## src/rtl/lcf_pkg.sv

```systemverilog
package lcf_pkg;

    localparam int ERR_W  = 16;
    localparam int MC_W   = 8;
    localparam int COEF_W = 8;
    localparam int KX_W   = ERR_W + COEF_W + 1 - 2;
    localparam int BM_W   = MC_W + COEF_W + 1 - 8;
    localparam int PA_W   = KX_W + COEF_W + 1 - 8;
    localparam int SUM_W  = 40;

    typedef enum logic [1:0] {
        ST_IDLE = 2'd0,
        ST_PROD = 2'd1,
        ST_ACC  = 2'd2
    } lcf_state_e;

    function automatic logic signed [MC_W-1:0] sat_mc(input logic signed [SUM_W-1:0] v);
        logic signed [SUM_W-1:0] hi;
        logic signed [SUM_W-1:0] lo;
        hi = SUM_W'((1 <<< (MC_W - 1)) - 1);
        lo = -SUM_W'(1 <<< (MC_W - 1));
        if (v > hi)
            return hi[MC_W-1:0];
        else if (v < lo)
            return lo[MC_W-1:0];
        else
            return v[MC_W-1:0];
    endfunction

endpackage

```

## src/rtl/lcf_ctrl.sv

```systemverilog
module lcf_ctrl
    import lcf_pkg::*;
(
    input  logic clk,
    input  logic rst_n,
    input  logic sample_i,
    input  logic clr_i,
    output logic accept_o,
    output logic prod_o,
    output logic acc_o
);

    lcf_state_e state_q;
    lcf_state_e state_n;

    always_comb begin
        state_n = state_q;
        unique case (state_q)
            ST_IDLE: state_n = sample_i ? ST_PROD : ST_IDLE;
            ST_PROD: state_n = ST_ACC;
            ST_ACC:  state_n = ST_IDLE;
            default: state_n = ST_IDLE;
        endcase
    end

    always_ff @(posedge clk) begin
        if (!rst_n)
            state_q <= ST_IDLE;
        else if (clr_i)
            state_q <= ST_IDLE;
        else
            state_q <= state_n;
    end

    always_comb begin
        accept_o = 1'b0;
        prod_o   = 1'b0;
        acc_o    = 1'b0;
        unique case (state_q)
            ST_IDLE: accept_o = sample_i && !clr_i;
            ST_PROD: prod_o   = !clr_i;
            ST_ACC:  acc_o    = !clr_i;
            default: ;
        endcase
    end

    // a busy state always runs to completion, strobes cannot restart it
    p_prod_to_acc_r8: assert property (@(posedge clk) disable iff (!rst_n)
        (state_q == ST_PROD && !clr_i) |=> (state_q == ST_ACC));
    p_acc_to_idle_r8: assert property (@(posedge clk) disable iff (!rst_n)
        (state_q == ST_ACC && !clr_i) |=> (state_q == ST_IDLE));
    // clear always returns to idle
    p_clear_idle_r6: assert property (@(posedge clk) disable iff (!rst_n)
        clr_i |=> (state_q == ST_IDLE));

endmodule

```

## src/rtl/lcf_capture.sv

```systemverilog
module lcf_capture
    import lcf_pkg::*;
#(
    parameter int IN_W = 24
) (
    input  logic                     clk,
    input  logic                     rst_n,
    input  logic                     accept_i,
    input  logic                     vel_mode_i,
    input  logic signed [IN_W-1:0]   cmd_i,
    input  logic signed [IN_W-1:0]   act_i,
    input  logic        [COEF_W-1:0] coef_a_i,
    input  logic        [COEF_W-1:0] coef_b_i,
    input  logic        [COEF_W-1:0] coef_k_i,
    output logic signed [ERR_W-1:0]  err_q_o,
    output logic        [COEF_W-1:0] a_q_o,
    output logic        [COEF_W-1:0] b_q_o,
    output logic        [COEF_W-1:0] k_q_o,
    output logic                     vel_q_o
);

    localparam int DW = IN_W + 1;

    logic signed [DW-1:0]    diff;
    logic signed [ERR_W-1:0] err_lim;

    assign diff = DW'(cmd_i) - DW'(act_i);

    generate
        if (DW > ERR_W) begin : g_limit
            localparam logic signed [DW-1:0] EMAX = DW'((1 <<< (ERR_W - 1)) - 1);
            localparam logic signed [DW-1:0] EMIN = -DW'(1 <<< (ERR_W - 1));
            always_comb begin
                if (diff > EMAX)
                    err_lim = EMAX[ERR_W-1:0];
                else if (diff < EMIN)
                    err_lim = EMIN[ERR_W-1:0];
                else
                    err_lim = diff[ERR_W-1:0];
            end
        end else begin : g_extend
            assign err_lim = ERR_W'(diff);
        end
    endgenerate

    always_ff @(posedge clk) begin
        if (!rst_n) begin
            err_q_o <= '0;
            a_q_o   <= '0;
            b_q_o   <= '0;
            k_q_o   <= '0;
            vel_q_o <= 1'b0;
        end else if (accept_i) begin
            err_q_o <= err_lim;
            a_q_o   <= coef_a_i;
            b_q_o   <= coef_b_i;
            k_q_o   <= coef_k_i;
            vel_q_o <= vel_mode_i;
        end
    end

    // latched settings hold while no strobe is accepted
    p_coef_hold_r5: assert property (@(posedge clk) disable iff (!rst_n)
        !$past(accept_i) |-> ($stable(k_q_o) && $stable(a_q_o) && $stable(b_q_o) && $stable(err_q_o)));

endmodule

```

## src/rtl/lcf_datapath.sv

```systemverilog
module lcf_datapath
    import lcf_pkg::*;
(
    input  logic                     clk,
    input  logic                     rst_n,
    input  logic                     clr_i,
    input  logic                     prod_i,
    input  logic                     acc_i,
    input  logic signed [ERR_W-1:0]  err_i,
    input  logic        [COEF_W-1:0] a_i,
    input  logic        [COEF_W-1:0] b_i,
    input  logic        [COEF_W-1:0] k_i,
    input  logic                     vel_i,
    output logic signed [MC_W-1:0]   mc_o,
    output logic                     mc_valid_o
);

    logic signed [ERR_W-1:0]          xprev_q;
    logic signed [MC_W-1:0]           mcprev_q;
    logic signed [KX_W-1:0]           kx_q;
    logic signed [KX_W-1:0]           kxp_q;
    logic signed [BM_W-1:0]           bm_q;

    logic signed [ERR_W+COEF_W:0]     prod_k;
    logic signed [ERR_W+COEF_W:0]     prod_kp;
    logic signed [MC_W+COEF_W:0]      prod_b;
    logic signed [KX_W+COEF_W:0]      prod_a;
    logic signed [PA_W-1:0]           pa;
    logic signed [SUM_W-1:0]          sum_pos;
    logic signed [SUM_W-1:0]          sum_sel;
    logic signed [MC_W-1:0]           res;

    // first stage: gain and pole products, floor by slicing off low bits
    always_comb begin
        prod_k  = $signed({1'b0, k_i}) * err_i;
        prod_kp = $signed({1'b0, k_i}) * xprev_q;
        prod_b  = $signed({1'b0, b_i}) * mcprev_q;
    end

    // second stage: zero product, sum and limit
    always_comb begin
        prod_a  = $signed({1'b0, a_i}) * kxp_q;
        pa      = prod_a[KX_W+COEF_W:8];
        sum_pos = SUM_W'(kx_q) - SUM_W'(pa) - SUM_W'(bm_q);
        sum_sel = vel_i ? SUM_W'(kx_q) : sum_pos;
        res     = sat_mc(sum_sel);
    end

    always_ff @(posedge clk) begin
        if (!rst_n) begin
            xprev_q    <= '0;
            mcprev_q   <= '0;
            kx_q       <= '0;
            kxp_q      <= '0;
            bm_q       <= '0;
            mc_o       <= '0;
            mc_valid_o <= 1'b0;
        end else if (clr_i) begin
            xprev_q    <= '0;
            mcprev_q   <= '0;
            mc_o       <= '0;
            mc_valid_o <= 1'b0;
        end else begin
            mc_valid_o <= acc_i;
            if (prod_i) begin
                kx_q  <= prod_k[ERR_W+COEF_W:2];
                kxp_q <= prod_kp[ERR_W+COEF_W:2];
                bm_q  <= prod_b[MC_W+COEF_W:8];
            end
            if (acc_i) begin
                mc_o     <= res;
                mcprev_q <= res;
                xprev_q  <= err_i;
            end
        end
    end

    // history is zero right after a clear
    p_clear_hist_r6: assert property (@(posedge clk) disable iff (!rst_n)
        $past(clr_i) |-> (xprev_q == '0 && mcprev_q == '0 && mc_o == '0));
    // the stored previous command is the value presented
    p_hist_match_r4: assert property (@(posedge clk) disable iff (!rst_n)
        mc_valid_o |-> (mcprev_q == mc_o && xprev_q == err_i));
    // valid is a single-cycle pulse
    p_valid_pulse_r7: assert property (@(posedge clk) disable iff (!rst_n)
        mc_valid_o |=> !mc_valid_o);

endmodule

```

## src/rtl/lead_comp_filter.sv

```systemverilog
module lead_comp_filter
    import lcf_pkg::*;
#(
    parameter int IN_W = 24
) (
    input  logic                     clk,
    input  logic                     rst_n,
    input  logic                     sample_i,
    input  logic                     clr_i,
    input  logic                     vel_mode_i,
    input  logic signed [IN_W-1:0]   cmd_i,
    input  logic signed [IN_W-1:0]   act_i,
    input  logic        [COEF_W-1:0] coef_a_i,
    input  logic        [COEF_W-1:0] coef_b_i,
    input  logic        [COEF_W-1:0] coef_k_i,
    output logic signed [MC_W-1:0]   mc_o,
    output logic                     mc_valid_o
);

    logic                     accept;
    logic                     prod;
    logic                     acc;
    logic signed [ERR_W-1:0]  err_q;
    logic        [COEF_W-1:0] a_q;
    logic        [COEF_W-1:0] b_q;
    logic        [COEF_W-1:0] k_q;
    logic                     vel_q;

    lcf_ctrl u_ctrl (
        .clk      (clk),
        .rst_n    (rst_n),
        .sample_i (sample_i),
        .clr_i    (clr_i),
        .accept_o (accept),
        .prod_o   (prod),
        .acc_o    (acc)
    );

    lcf_capture #(.IN_W(IN_W)) u_capture (
        .clk        (clk),
        .rst_n      (rst_n),
        .accept_i   (accept),
        .vel_mode_i (vel_mode_i),
        .cmd_i      (cmd_i),
        .act_i      (act_i),
        .coef_a_i   (coef_a_i),
        .coef_b_i   (coef_b_i),
        .coef_k_i   (coef_k_i),
        .err_q_o    (err_q),
        .a_q_o      (a_q),
        .b_q_o      (b_q),
        .k_q_o      (k_q),
        .vel_q_o    (vel_q)
    );

    lcf_datapath u_dp (
        .clk        (clk),
        .rst_n      (rst_n),
        .clr_i      (clr_i),
        .prod_i     (prod),
        .acc_i      (acc),
        .err_i      (err_q),
        .a_i        (a_q),
        .b_i        (b_q),
        .k_i        (k_q),
        .vel_i      (vel_q),
        .mc_o       (mc_o),
        .mc_valid_o (mc_valid_o)
    );

    // every result traces back to a strobe accepted three edges earlier
    p_latency_r7: assert property (@(posedge clk) disable iff (!rst_n)
        mc_valid_o |-> $past(accept, 3));
    // output only moves with a result or a clear
    p_mc_stable_r7: assert property (@(posedge clk) disable iff (!rst_n)
        (!mc_valid_o && !$past(clr_i)) |-> $stable(mc_o));

endmodule

```

## config.mk

```make
export PLATFORM = sky130hd
export DESIGN_NAME = lead_comp_filter
export DESIGN_NICKNAME = d
export VERILOG_FILES = /design/src/rtl/lcf_pkg.sv /design/src/rtl/lcf_ctrl.sv /design/src/rtl/lcf_capture.sv /design/src/rtl/lcf_datapath.sv /design/src/rtl/lead_comp_filter.sv
export SDC_FILE = /design/constraint.sdc
export NUM_CORES = 2
export LEC_CHECK = 0
export BUFFER_PORTS_ARGS = -buffer_cell sky130_fd_sc_hd__buf_2
export CAP_MARGIN = 10
export CORE_ASPECT_RATIO = 0.6
export CORE_MARGIN = 2
export CORE_UTILIZATION = 65
export CTS_BUF_LIST = sky130_fd_sc_hd__clkbuf_8
export DETAILED_ROUTE_END_ITERATION = 10
export PLACE_DENSITY = 0.86
export SYNTH_ARGS = -nofsm -noshare
export SYNTH_HDL_FRONTEND = slang
export SYNTH_SLANG_ARGS = --single-unit
```

## constraint.sdc

```tcl
create_clock -name clk -period 16 [get_ports clk]
set_input_delay 3.2 -clock clk [delete_from_list [all_inputs] [get_ports clk]]
set_output_delay 3.2 -clock clk [all_outputs]
set_load 0.01 [all_outputs]
```

# Word level (Yosys, flattened, before mapping)
# Index checks and enable logic that the tools add are counted.
dict set report totals {
  out_inout_bits 9
  reg_bits 123
  inputBits 77
}
dict set report op_classes {
  multipliers 4
  n_bitwise 2
  addsub 3
  n_reduce_logical 5
  muxes 10
  n_eq_ne 2
  order_cmp 4
}
# op n
set op_table {}
lappend op_table {{$mul A9 B16 Y25} 2}
lappend op_table {{$gt A40 B8 Y1 const B} 1}
lappend op_table {{$lt A40 B8 Y1 const B} 1}
lappend op_table {{$mux W40} 1}
lappend op_table {{$mul A9 B23 Y32} 1}
lappend op_table {{$mux W16} 2}
lappend op_table {{$sub A25 B9 Y26} 1}
lappend op_table {{$gt A25 B16 Y1 const B} 1}
lappend op_table {{$lt A25 B16 Y1 const B} 1}
lappend op_table {{$sub A23 B24 Y25} 1}
lappend op_table {{$sub A24 B24 Y25} 1}
lappend op_table {{$mul A9 B8 Y17} 1}
lappend op_table {{$mux W8} 2}
lappend op_table {{$mux W1} 4}
lappend op_table {{$pmux W2 S2} 1}
lappend op_table {{$eq A2 B1 Y1 const B} 1}
lappend op_table {{$eq A2 B2 Y1 const B} 1}
lappend op_table {{$logic_not A2 Y1} 1}
lappend op_table {{$not A1 Y1} 2}
lappend op_table {{$reduce_and A2 Y1} 1}
lappend op_table {{$reduce_or A2 Y1} 1}
lappend op_table {{$logic_and A1 B1 Y1} 1}
lappend op_table {{$logic_not A1 Y1} 1}

# Depth between registers and ports, before layout
dict set report depth {
  depth_word 7
  depth_mapped 35
  mapped_depth_nobuf 33
}

# Cells and area by module
# A second synthesis with hierarchy kept.
dict set report hier_totals {
  cells_unflattened 3025
  hier_area_um2 25735.9
}
# module n_inst cells_each area_each_um2 seq_area_each_um2
set by_module_without_submodules {}
lappend by_module_without_submodules {lcf_datapath 1 2640 22505.3 1601.5}
lappend by_module_without_submodules {lcf_capture 1 378 3143.0 820.8}
lappend by_module_without_submodules {lcf_ctrl 1 7 87.6 40.0}

# Least setup slack after synthesis
# Ideal clock, no wire load.
dict set report synth_path {
  kind {register -> register}
  startpoint {register u_capture.a_q_o[2]}
  endpoint {register u_dp.mcprev_q[0]}
  setup_time_ns 0.070
  stages_incl_launch_ff 32
  slack_ns 8.220
  arrival_time_ns 7.710
  path_cell_list {dfxtp_1 clkbuf_1 nand2_1 fa_1 inv_1 fa_1 fa_1 fa_1 ha_1 a21o_1 a21o_1 a21o_1 a21o_1 a221o_1 o21ai_0 nand2b_1 a21oi_1 xnor2_1 fa_1 inv_1 ha_1 a21oi_1 o21ai_1 or3_1 o21ai_1 o31ai_2 o31a_1 o21a_1 a2111oi_2 a31oi_1 o21ai_2 o2bb2ai_1}
}
dict set report synth_between {
  elab_chain_cells 7
}
# item line_no
set synth_lines {}
lappend synth_lines {{start, declared} lcf_capture.sv:16} ;# output logic [COEF_W-1:0] a_q_o,
lappend synth_lines {{start signal, assigned} lcf_capture.sv:55} ;# a_q_o <= coef_a_i;
lappend synth_lines {{$mul A9 B23 Y32 *} lcf_datapath.sv:42} ;# prod_a = $signed({1'b0, a_i}) * kxp_q;
lappend synth_lines {{$sub A23 B24 Y25 *} lcf_datapath.sv:44} ;# sum_pos = SUM_W'(kx_q) - SUM_W'(pa) - SUM_W'(bm_q);
lappend synth_lines {{$sub A25 B9 Y26 *} lcf_datapath.sv:44}
lappend synth_lines {{$mux W40 *} lcf_datapath.sv:45} ;# sum_sel = vel_i ? SUM_W'(kx_q) : sum_pos;
lappend synth_lines {{$lt A40 B8 Y1} lcf_pkg.sv:24} ;# else if (v < lo)
lappend synth_lines {{$mux W8} lcf_pkg.sv:24}
lappend synth_lines {{$mux W8 *} lcf_pkg.sv:22} ;# if (v > hi)
lappend synth_lines {{end signal, assigned} lcf_datapath.sv:72} ;# mcprev_q <= res;
lappend synth_lines {{end, declared} lcf_datapath.sv:19} ;# logic signed [MC_W-1:0] mcprev_q;
# Every way passes the cells marked *; elsewhere a longest branch is shown, timed or not.
# A chain may end at the register's enable or synchronous reset.

# Worst setup path in the final report
dict set report layout_path {
  startpoint {register u_capture.a_q_o[2]}
  endpoint {register u_dp.mcprev_q[3]}
}
# Same word-level chain as after synthesis.

==> results.json <==
{
  "utilization_pct": 69.47,
  "whs_ns": 0.4813,
  "async_reset_ff_share_pct": 0,
  "layout.nets": 3764,
  "grt_pass1_vias": 22069,
  "yosysSeqAreaShare_pct": 9.792,
  "grt_pass1_wl_mm": 110.7,
  "cts_tree": "built",
  "antenna_found_initial": 2,
  "p_sw_mw": 0.3826,
  "synthCells": 3028,
  "crit_buf_inv": 4,
  "initial_core_util_pct": 66.32,
  "synthFlopType": "dfxtp_1",
  "grt_max_degree": 66,
  "place_hpwl_mm": 52.94,
  "post-cts-setup-buffers": 0,
  "postCtsHoldBufs": 0,
  "synthToLayoutAreaGrowth_pct": 4.742,
  "ys_warn_count": 0,
  "coreArea_mm2": 0.03792,
  "outcome": "complete, no violations",
  "synth.top_cell.area_share_pct": 32.40,
  "hold_class": "flip-flop to flip-flop",
  "p_sw_share_pct": 37.88,
  "hold-path-cell-count": 2,
  "crit_cells": 31,
  "first_pass_iters": 5,
  "fill_cells": 3035,
  "intPower_mw": 0.6275,
  "hold_violations": 0,
  "clk_pin_slew_ns": 0.08,
  "port_buffers": 85,
  "cts_buffers": 17,
  "wl_per_cell_um": 18.51,
  "clkSinkCount": 123,
  "via_count": 20824,
  "clockRootBuffer": "clkbuf_8",
  "ir_worst_vdd_mv": 0.05347,
  "ant_nets": 0,
  "relSlewSlack_pct": 30.56,
  "drcViolationCount": 0,
  "ys_types": 66,
  "netlist.top_cell.by_area": "fa_1",
  "worst_pin_slew_ns": 1.040,
  "final_common_cell": "inv_1",
  "synthTopCellsByArea": "fa_1 32%, ha_1 12%, dfxtp_1 9.8%",
  "finalSetupViolCount": 0,
  "start_kind": "flip-flop",
  "grt_setup_unrepaired": "false",
  "p_comb_share_pct": 31.5,
  "placed_area_mm2": 0.02588,
  "drt_iter0_markers": 1645,
  "clkPwrFrac_pct": 33.6,
  "final_cell_mix": "591 x inv_1, 407 x fa_1, 394 x nand2_1, 326 x and2_1, 250 x ha_1",
  "syn-num-nets": 3762,
  "die_h_um": 156.4,
  "via_per_inst": 5.858,
  "cp.required_ns": 16.38,
  "fin_skew_ns": 0.01729,
  "synth_edf_count": 0,
  "avgSynthCellArea_um2": 8.305,
  "die_area_mm2": 0.04033,
  "track_usage_pct": 34.65,
  "routabilityCongestion": 0.9371,
  "design_area_mm2": 0.02634,
  "path_common_cell": "fa_1",
  "p_leak_nw": 13.77,
  "slowest_stage": "dfxtp_1",
  "end_kind": "flip-flop",
  "htreeDepth": 4,
  "finalCritPeriodShare_pct": 57.45,
  "worst-path-max-fanout": 24,
  "synth_area_mm2": 0.02515,
  "slew_violations": 0,
  "wirelength_mm": 65.79,
  "ctsResizeCount": 0,
  "fmax_mhz": 108.8,
  "clkLatencyLatePin_ns": 0.51,
  "p_per_area_mw_per_mm2": 38.35,
  "drive_above_1_share_pct": 4.997,
  "clockBufferDepth": 2,
  "seqPwrFrac_pct": 34.9,
  "num_io_pins": 86,
  "arrival_ns": 9.57,
  "maxCapViolCount": 0,
  "max_stage_delay_ns": 0.91,
  "cp_top_family": "adder cells",
  "crit_type": "flip-flop to flip-flop",
  "reg2regPathDepth": 31,
  "post-route-min-period_ns": 9.192,
  "die_w_um": 257.9,
  "grt.overflow.total": 0,
  "ys_seq_elements": 123,
  "tns_ns": 0,
  "row_count": 55,
  "antenna_cells": 0
}
[metal layers]
metal	vias up	track usage, %	routed length (µm)
met1	10303	48.20	28310
met3	128	8.001	6829
met2	954	54.85	29220
met5	-	0	0
li1	9439	-	-
met4	0	9.249	1429
[cell families after synthesis]
family	share of synthesized area, %
adders and majority gates	44.84
DFF	9.792
and+or+nand+nor	19.82
xor gates and xnor gates	3.274
AOI/OAI and AO/OA	11.29
buffers and inverters	10.75
muxes	0.2388
[area by class of cell]
cell class                 count  area (µm²)  area share (%)
clock inverter                14       221.5          0.8408
tap                          513       641.9           2.437
multi-input combinational   2193       19990           75.89
inverter                     590        2215           8.408
timing repair buffer         105       575.6           2.185
sequential                   123        2462           9.348
clock buffer                  17       234.0          0.8883
[worst paths after layout]
check / from / end / slack, ns
setup / recovery: u_capture.a_q_o[2]$_SDFFE_PN0P_ / u_dp.mcprev_q[3]$_SDFFE_PP0P_ / 6.81
hold / removal: u_dp.kx_q[0]$_SDFFE_PN0P_ / u_dp.kx_q[0]$_SDFFE_PN0P_ / 0.48
setup reg to reg: u_capture.a_q_o[2]$_SDFFE_PN0P_ / u_dp.mcprev_q[3]$_SDFFE_PP0P_ / 6.81
hold reg to reg: u_dp.kx_q[0]$_SDFFE_PN0P_ / u_dp.kx_q[0]$_SDFFE_PN0P_ / 0.48
[worst register-to-register path, delay by kind of cell (launching register included)]
| family | cells | cell delay, ns |
|---|---|---|
| AO/OA/AOI/OAI | 11 | 2.80 |
| buffers and inverters | 4 | 0.20 |
| flip-flops | 1 | 0.91 |
| adder cells (fa/ha/maj) | 7 | 3.12 |
| AND/OR/NAND/NOR | 8 | 1.78 |
| multiplexers | 1 | 0.26 |
[flip-flops by register name (all words and copies together) (netlist names)]
signal,flops
u_capture.b_q_o,8
u_capture.k_q_o,8
u_dp.xprev_q,16
u_dp.kx_q,23
u_capture.vel_q_o,1
u_dp.mc_valid_o,1
u_dp.bm_q,9
u_dp.kxp_q,23
u_capture.err_q_o,16
u_capture.a_q_o,8
u_ctrl.state_q,2
u_dp.mcprev_q,8
[stage by stage]
step | setup WS (ns) | instances | power (mW)
after global routing | 6.308 | 3555 | 1.057
final | 6.808 | 3555 | 1.010
after floorplan | 8.220 | 3028 | 0.5768
after detailed placement | 7.075 | 3523 | 0.6663
after CTS | 7.019 | 3554 | 1.002
after global placement | 7.308 | 3523 | 0.6537
[cell usage after synthesis (11+ instances only)]
| cell type | n |
|---|---|
| nor2_1 | 86 |
| clkbuf_1 | 101 |
| o21a_1 | 18 |
| a211oi_1 | 13 |
| nor3_1 | 25 |
| inv_1 | 590 |
| a21oi_1 | 110 |
| a21boi_0 | 42 |
| nand4_1 | 15 |
| o211ai_1 | 11 |
| nand2b_1 | 30 |
| xnor2_1 | 63 |
| and3_1 | 17 |
| and2_1 | 326 |
| fa_1 | 407 |
| o22ai_1 | 20 |
| o21ai_0 | 103 |
| ha_1 | 250 |
| nand2_1 | 395 |
| dfxtp_1 | 123 |
| a21o_1 | 41 |
| nand3_1 | 39 |
| nor2b_1 | 15 |
| xor2_1 | 31 |
[power groups by stage]
| stage | Clock, mW | Sequential, mW | Combinational (mW) |
|---|---|---|---|
| floorplan | 0 | 0.329 | 0.247 |
| global placement | 0 | 0.356 | 0.298 |
| detailed placement | 0 | 0.357 | 0.309 |
| CTS | 0.340 | 0.350 | 0.312 |
| global route | 0.350 | 0.354 | 0.353 |
| finish | 0.340 | 0.352 | 0.318 |
No activity file was read; power rests on OpenSTA's default activity.
